===== config.mk =====
export PLATFORM = sky130hd
export DESIGN_NAME = gpio_masked_port
export DESIGN_NICKNAME = d
export VERILOG_FILES = /design/src/rtl/gpio_pkg.sv /design/src/rtl/gpio_rst_sync.sv /design/src/rtl/gpio_sync.sv /design/src/rtl/gpio_regs.sv /design/src/rtl/gpio_masked_port.sv
export SDC_FILE = /design/constraint.sdc
export NUM_CORES = 1
export LEC_CHECK = 0
export ABC_CLOCK_PERIOD_IN_PS = 1800
export CAP_MARGIN = 5
export CORE_MARGIN = 2
export CORE_UTILIZATION = 44
export CTS_CLUSTER_DIAMETER = 40
export DETAILED_ROUTE_END_ITERATION = 6
export GPL_ROUTABILITY_DRIVEN = 0
export PLACE_DENSITY = 0.89
export SLEW_MARGIN = 10
export SYNTH_ARGS = -nofsm -noshare
export SYNTH_HDL_FRONTEND = slang
export SYNTH_SLANG_ARGS = --single-unit

===== constraint.sdc =====
create_clock -name clk -period 1.8 [get_ports clk]
set_input_delay 0.18 -clock clk [delete_from_list [all_inputs] [get_ports clk]]
set_output_delay 0.18 -clock clk [all_outputs]
set_load 0.05 [all_outputs]

===== src/rtl/gpio_pkg.sv =====
package gpio_pkg;
  typedef enum logic [1:0] {
    SEL_NONE = 2'd0,
    SEL_DATA = 2'd1,
    SEL_DIR  = 2'd2
  } gpio_sel_e;
endpackage


===== src/rtl/gpio_rst_sync.sv =====
module gpio_rst_sync #(
  parameter int STAGES = 2
) (
  input  logic clk,
  input  logic rst_n,
  output logic rst_n_sync
);
  logic [STAGES-1:0] chain_q;

  always_ff @(posedge clk or negedge rst_n) begin
    if (!rst_n) chain_q <= '0;
    else        chain_q <= {chain_q[STAGES-2:0], 1'b1};
  end

  assign rst_n_sync = chain_q[STAGES-1];
endmodule


===== src/rtl/gpio_sync.sv =====
module gpio_sync #(
  parameter int W      = 8,
  parameter int STAGES = 2
) (
  input  logic         clk,
  input  logic         rst_n,
  input  logic [W-1:0] din,
  output logic [W-1:0] dout
);
  logic [W-1:0] stage_q [STAGES];

  for (genvar s = 0; s < STAGES; s++) begin : g_stage
    logic [W-1:0] stage_d;
    if (s == 0) begin : g_first
      assign stage_d = din;
    end else begin : g_next
      assign stage_d = stage_q[s-1];
    end
    always_ff @(posedge clk or negedge rst_n) begin
      if (!rst_n) stage_q[s] <= '0;
      else        stage_q[s] <= stage_d;
    end
  end

  assign dout = stage_q[STAGES-1];
endmodule


===== src/rtl/gpio_regs.sv =====
module gpio_regs
  import gpio_pkg::*;
#(
  parameter int W      = 8,
  parameter int ADDR_W = 11
) (
  input  logic              clk,
  input  logic              rst_n,
  input  logic [ADDR_W-1:0] bus_addr,
  input  logic              bus_wr,
  input  logic              bus_rd,
  input  logic [W-1:0]      bus_wdata,
  output logic [W-1:0]      bus_rdata,
  input  logic [W-1:0]      pin_sync,
  output logic [W-1:0]      data_o,
  output logic [W-1:0]      dir_o
);
  localparam int WORD_W = ADDR_W - 2;
  localparam logic [WORD_W-1:0] DIR_WORD = WORD_W'(1 << W);

  logic [WORD_W-1:0] word_idx;
  logic [W-1:0]      mask;
  gpio_sel_e         sel;
  logic              unused_addr_lo;

  assign word_idx       = bus_addr[ADDR_W-1:2];
  assign mask           = bus_addr[W+1:2];
  assign unused_addr_lo = ^bus_addr[1:0];

  always_comb begin
    if (word_idx < DIR_WORD)       sel = SEL_DATA;
    else if (word_idx == DIR_WORD) sel = SEL_DIR;
    else                           sel = SEL_NONE;
  end

  logic [W-1:0] data_q, data_d;
  logic         data_en;
  logic [W-1:0] dir_q, dir_d;
  logic         dir_en;
  logic [W-1:0] rdata_q, rdata_d;
  logic         rdata_en;
  logic [W-1:0] port_view;

  // per-pin source for reads: stored bit for outputs, sampled pin for inputs
  assign port_view = (dir_q & data_q) | (~dir_q & pin_sync);

  always_comb begin
    data_en  = bus_wr && (sel == SEL_DATA);
    data_d   = (data_q & ~mask) | (bus_wdata & mask);
    dir_en   = bus_wr && (sel == SEL_DIR);
    dir_d    = bus_wdata;
    rdata_en = bus_rd;
    unique case (sel)
      SEL_DATA: rdata_d = port_view & mask;
      SEL_DIR:  rdata_d = dir_q;
      default:  rdata_d = '0;
    endcase
  end

  always_ff @(posedge clk or negedge rst_n) begin
    if (!rst_n)       data_q <= '0;
    else if (data_en) data_q <= data_d;
  end

  always_ff @(posedge clk or negedge rst_n) begin
    if (!rst_n)      dir_q <= '0;
    else if (dir_en) dir_q <= dir_d;
  end

  always_ff @(posedge clk or negedge rst_n) begin
    if (!rst_n)        rdata_q <= '0;
    else if (rdata_en) rdata_q <= rdata_d;
  end

  assign bus_rdata = rdata_q;
  assign data_o    = data_q;
  assign dir_o     = dir_q;

  p_unmasked_hold_r2: assert property (@(posedge clk) disable iff (!rst_n)
    (bus_wr && !bus_addr[ADDR_W-1]) |=>
      ((data_q & ~$past(mask)) == ($past(data_q) & ~$past(mask))));

  p_masked_read_zero_r3: assert property (@(posedge clk) disable iff (!rst_n)
    (bus_rd && !bus_addr[ADDR_W-1]) |=> ((bus_rdata & ~$past(mask)) == '0));

  p_dir_write_r5: assert property (@(posedge clk) disable iff (!rst_n)
    (bus_wr && bus_addr[ADDR_W-1] && (bus_addr[ADDR_W-2:2] == '0)) |=>
      (dir_o == $past(bus_wdata)));

  p_rdata_hold_r9: assert property (@(posedge clk) disable iff (!rst_n)
    !bus_rd |=> $stable(bus_rdata));

  p_unmapped_read_r10: assert property (@(posedge clk) disable iff (!rst_n)
    (bus_rd && bus_addr[ADDR_W-1] && (bus_addr[ADDR_W-2:2] != '0)) |=>
      (bus_rdata == '0));

  p_unmapped_write_r10: assert property (@(posedge clk) disable iff (!rst_n)
    (bus_wr && bus_addr[ADDR_W-1] && (bus_addr[ADDR_W-2:2] != '0)) |=>
      ($stable(data_o) && $stable(dir_o)));
endmodule


===== src/rtl/gpio_masked_port.sv =====
module gpio_masked_port #(
  parameter int W          = 8,
  parameter int ADDR_W     = 11,
  parameter int SYNC_DEPTH = 2
) (
  input  logic              clk,
  input  logic              rst_n,
  input  logic [ADDR_W-1:0] bus_addr,
  input  logic              bus_wr,
  input  logic              bus_rd,
  input  logic [W-1:0]      bus_wdata,
  output logic [W-1:0]      bus_rdata,
  input  logic [W-1:0]      pin_in,
  output logic [W-1:0]      pin_out,
  output logic [W-1:0]      pin_oe
);
  logic         rst_n_int;
  logic [W-1:0] pin_sync;
  logic [W-1:0] data_w;
  logic [W-1:0] dir_w;

  gpio_rst_sync #(.STAGES(2)) u_rst (
    .clk        (clk),
    .rst_n      (rst_n),
    .rst_n_sync (rst_n_int)
  );

  gpio_sync #(.W(W), .STAGES(SYNC_DEPTH)) u_sync (
    .clk   (clk),
    .rst_n (rst_n_int),
    .din   (pin_in),
    .dout  (pin_sync)
  );

  gpio_regs #(.W(W), .ADDR_W(ADDR_W)) u_regs (
    .clk       (clk),
    .rst_n     (rst_n_int),
    .bus_addr  (bus_addr),
    .bus_wr    (bus_wr),
    .bus_rd    (bus_rd),
    .bus_wdata (bus_wdata),
    .bus_rdata (bus_rdata),
    .pin_sync  (pin_sync),
    .data_o    (data_w),
    .dir_o     (dir_w)
  );

  assign pin_out = data_w;
  assign pin_oe  = dir_w;

  p_reset_clear_r1: assert property (@(posedge clk)
    !rst_n_int |-> (pin_oe == '0 && pin_out == '0 && bus_rdata == '0));
endmodule


==> flow_metrics.py <==
metrics = {
    "cts": {
        "cts_hold_buf": 0,
        "post_cts_resized": 0,
        "clock_latency_ps": 300,
        "ctsHtreeMaxLevel": 2,
        "clk_pin_slew_ps": 70,
        "cts_setup_buffers": 0,
        "clock_tree.root_cell": "clkbuf_8",
        "clock_sinks": 42,
        "cts_tree": "done",
        "cts_buffer_depth": 2,
        "numCtsBuffers": 5,
    },
    "sta": {
        "skew_ps": 4.891,
        "hold_violations": 0,
        "setup_viol": 0,
        "slew_viol_final": 0,
        "clock.fmax_mhz": 574.6,
        "rsz0062_at_grt": "false",
        "whs_ps": 36.46,
        "period_share_pct": 96.68,
        "tightest_slew_ps": 680.8,
        "min_period_ps": 1740,
        "max-slew-margin-rel_pct": 54.61,
    },
    "logic_synthesis": {
        "synth_cells": 121,
        "yosysWarningCount": 0,
        "synth-xor-area-share_pct": 0,
        "synth_fa_ha_area_share_pct": 0,
        "synth.distinct_cells": 20,
        "synth_compound_area_share_pct": 7.325,
        "synth_nets": 152,
        "synthSimpleGateAreaFrac_pct": 14.03,
        "synth.cell_area_sq_um": 1623,
        "syn_avg_cell_area_sq_um": 13.41,
        "synth_top_family_by_area": "simple AND/OR/NAND/NOR gates",
        "muxShareOfSynthArea_pct": 13.18,
        "synth-seq-cells": 42,
        "yosysSeqAreaShare_pct": 64.76,
    },
    "critical_path": {
        "slowest_stage": "clkdlybuf4s50_1",
        "end_kind": "output pin",
        "reg2reg_depth": 3,
        "cp-start-kind": "flop",
        "cp.depth": 1,
        "crit_required_ps": 1620,
        "cp-startpoint": "u_regs.dir_o[5]",
        "reg2reg_setup_slack_ps": 700,
        "worstSetupPathType": "reg2out",
        "arrival_ps": 1560,
        "r2r-start": "u_regs.dir_o[5]",
        "path_cells": "clkdlybuf4s50_1",
        "cp_max_fo": 4,
        "cp_slowest_stage_delay_ps": 830,
        "path_buf_inv": 1,
        "cp_top_family": "buffers and inverters",
    },
    "global_route": {
        "overflow": 0,
        "grt_pass1_wl_microns": 6058,
        "grt_pass1_vias": 1313,
        "antenna_found_initial": 0,
        "track_usage_pct": 19.94,
        "grt_max_degree": 26,
    },
    "cells_and_area": {
        "drive_above_1_share_pct": 20.11,
        "antenna_cells": 0,
        "final_cell_area_sq_um": 2417,
        "layout.nets": 219,
        "area_growth_pct": 48.96,
    },
    "floorplanning": {
        "fp-row-count": 22,
        "core_sq_um": 3606,
        "die_area_sq_um": 4190,
        "io_pins": 55,
        "initial_core_util_pct": 45.00,
        "die_w_microns": 64.73,
        "die_h_microns": 64.73,
    },
    "power_and_ir_drop": {
        "power.density_nw_per_um2": 1013,
        "vdd.ir_drop.worst_mv": 0.7026,
        "p_total_mw": 2.448,
        "leakagePower_nw": 1.009,
    },
    "detailed_routing": {
        "viasPerCell": 5.084,
        "routed_wl_microns": 3608,
        "drt_iter0_drc": 34,
        "drc_errors": 0,
        "vias": 1205,
        "final_antenna_net_count": 0,
        "routedWlPerCell_microns": 15.22,
        "drtPass1Iterations": 4,
    },
    "run": {
        "max_cap_violations": 0,
    },
    "hold_path": {
        "hp-class": "in2async",
    },
    "placed_design": {
        "io_buffer_count": 52,
        "dpl_cell_area_sq_um": 2280,
        "dp_hpwl_microns": 2662,
    },
    "outcome": {
        "outcome": "completed",
    },
}
-- cell usage in the layout (no fill, tap or decap), types with 2 or more instances in the layout --
| cell | n |
|---|---|
| a211oi_1 | 10 |
| a21oi_1 | 5 |
| a31oi_1 | 3 |
| buf_4 | 8 |
| bufinv_16 | 2 |
| clkbuf_8 | 5 |
| clkdlybuf4s50_1 | 52 |
| dfrtp_1 | 42 |
| mux2_2 | 19 |
| nand2_1 | 8 |
| nand2b_1 | 5 |
| nand3b_1 | 3 |
| nand4_1 | 3 |
| nor2_1 | 8 |
| nor2b_1 | 6 |
-- cell type report --
type / count / area, sq um
timing repair buffer: 61 / 600.6
multi-input combinational: 77 / 564.3
inverter: 1 / 3.754
sequential: 42 / 1051
clock buffer: 5 / 68.82
clock inverter: 3 / 68.82
fill: 264 / 1189
tap: 48 / 60.06
-- where the power goes --
group | switching [mW] | total, mW | internal, mW
Sequential | 0.0525 | 1.07 | 1.02
Combinational | 0.292 | 0.509 | 0.217
Clock | 0.315 | 0.871 | 0.555
-- final timing paths --
| path | endpoint |
|---|---|
| worst max-delay path | pin_oe[5] |
| worst min-delay path | u_rst.chain_q[0] |
| worst max register to register | u_regs.bus_rdata[5] |
| worst min register to register | u_sync.g_stage[1].stage_d[5] |
| max in group asynchronous | u_regs.dir_o[4] |
| min in group clk | u_sync.g_stage[1].stage_d[1] |
-- cells by family after synthesis --
group / Yosys count
flip-flops: 42
AND/OR/NAND/NOR: 39
multiplexers: 19
AO/OA/AOI/OAI: 18
buffers and inverters: 2
other: 1
-- layer usage --
metal	vias to the layer above	global-route usage (%)	share of wire (%)
met5	-	0	0
met4	0	10.64	2.4
met3	11	7.465	5.3
met2	33	33.63	51
met1	594	21.67	41
li1	567	-	-
-- through the flow --
step	utilization [%]	cells	worst slack [ps]	TNS, ps
2_1_floorplan	-	121	495.2	0
6_report	67.04	237	59.77	0
3_3_place_gp	63.22	229	32.35	0
4_1_cts	67.04	237	47.74	0
5_1_grt	67.04	237	10.81	0
3_5_place_dp	63.22	229	-10.05	-13.56
-- cells in the mapped netlist --
cell	number	share of area (%)
nand2_1	8	1.9
clkinv_1	1	0.23
nand3b_1	3	1.4
and2b_1	1	0.46
nand4_1	3	1.2
nor2b_1	6	2.3
mux2_2	19	13
nor4_4	1	1.3
nor2_1	8	1.9
nand2b_1	5	1.9
nor4b_1	1	0.54
a211oi_1	10	4.6
conb_1	1	0.23
clkbuf_1	1	0.23
nor3_1	1	0.31
a31oi_1	3	1.2
nand3_1	1	0.31
dfrtp_1	42	65
nand3_2	1	0.62
a21oi_1	5	1.5
Note: power is estimated with default switching activity, not from simulation.
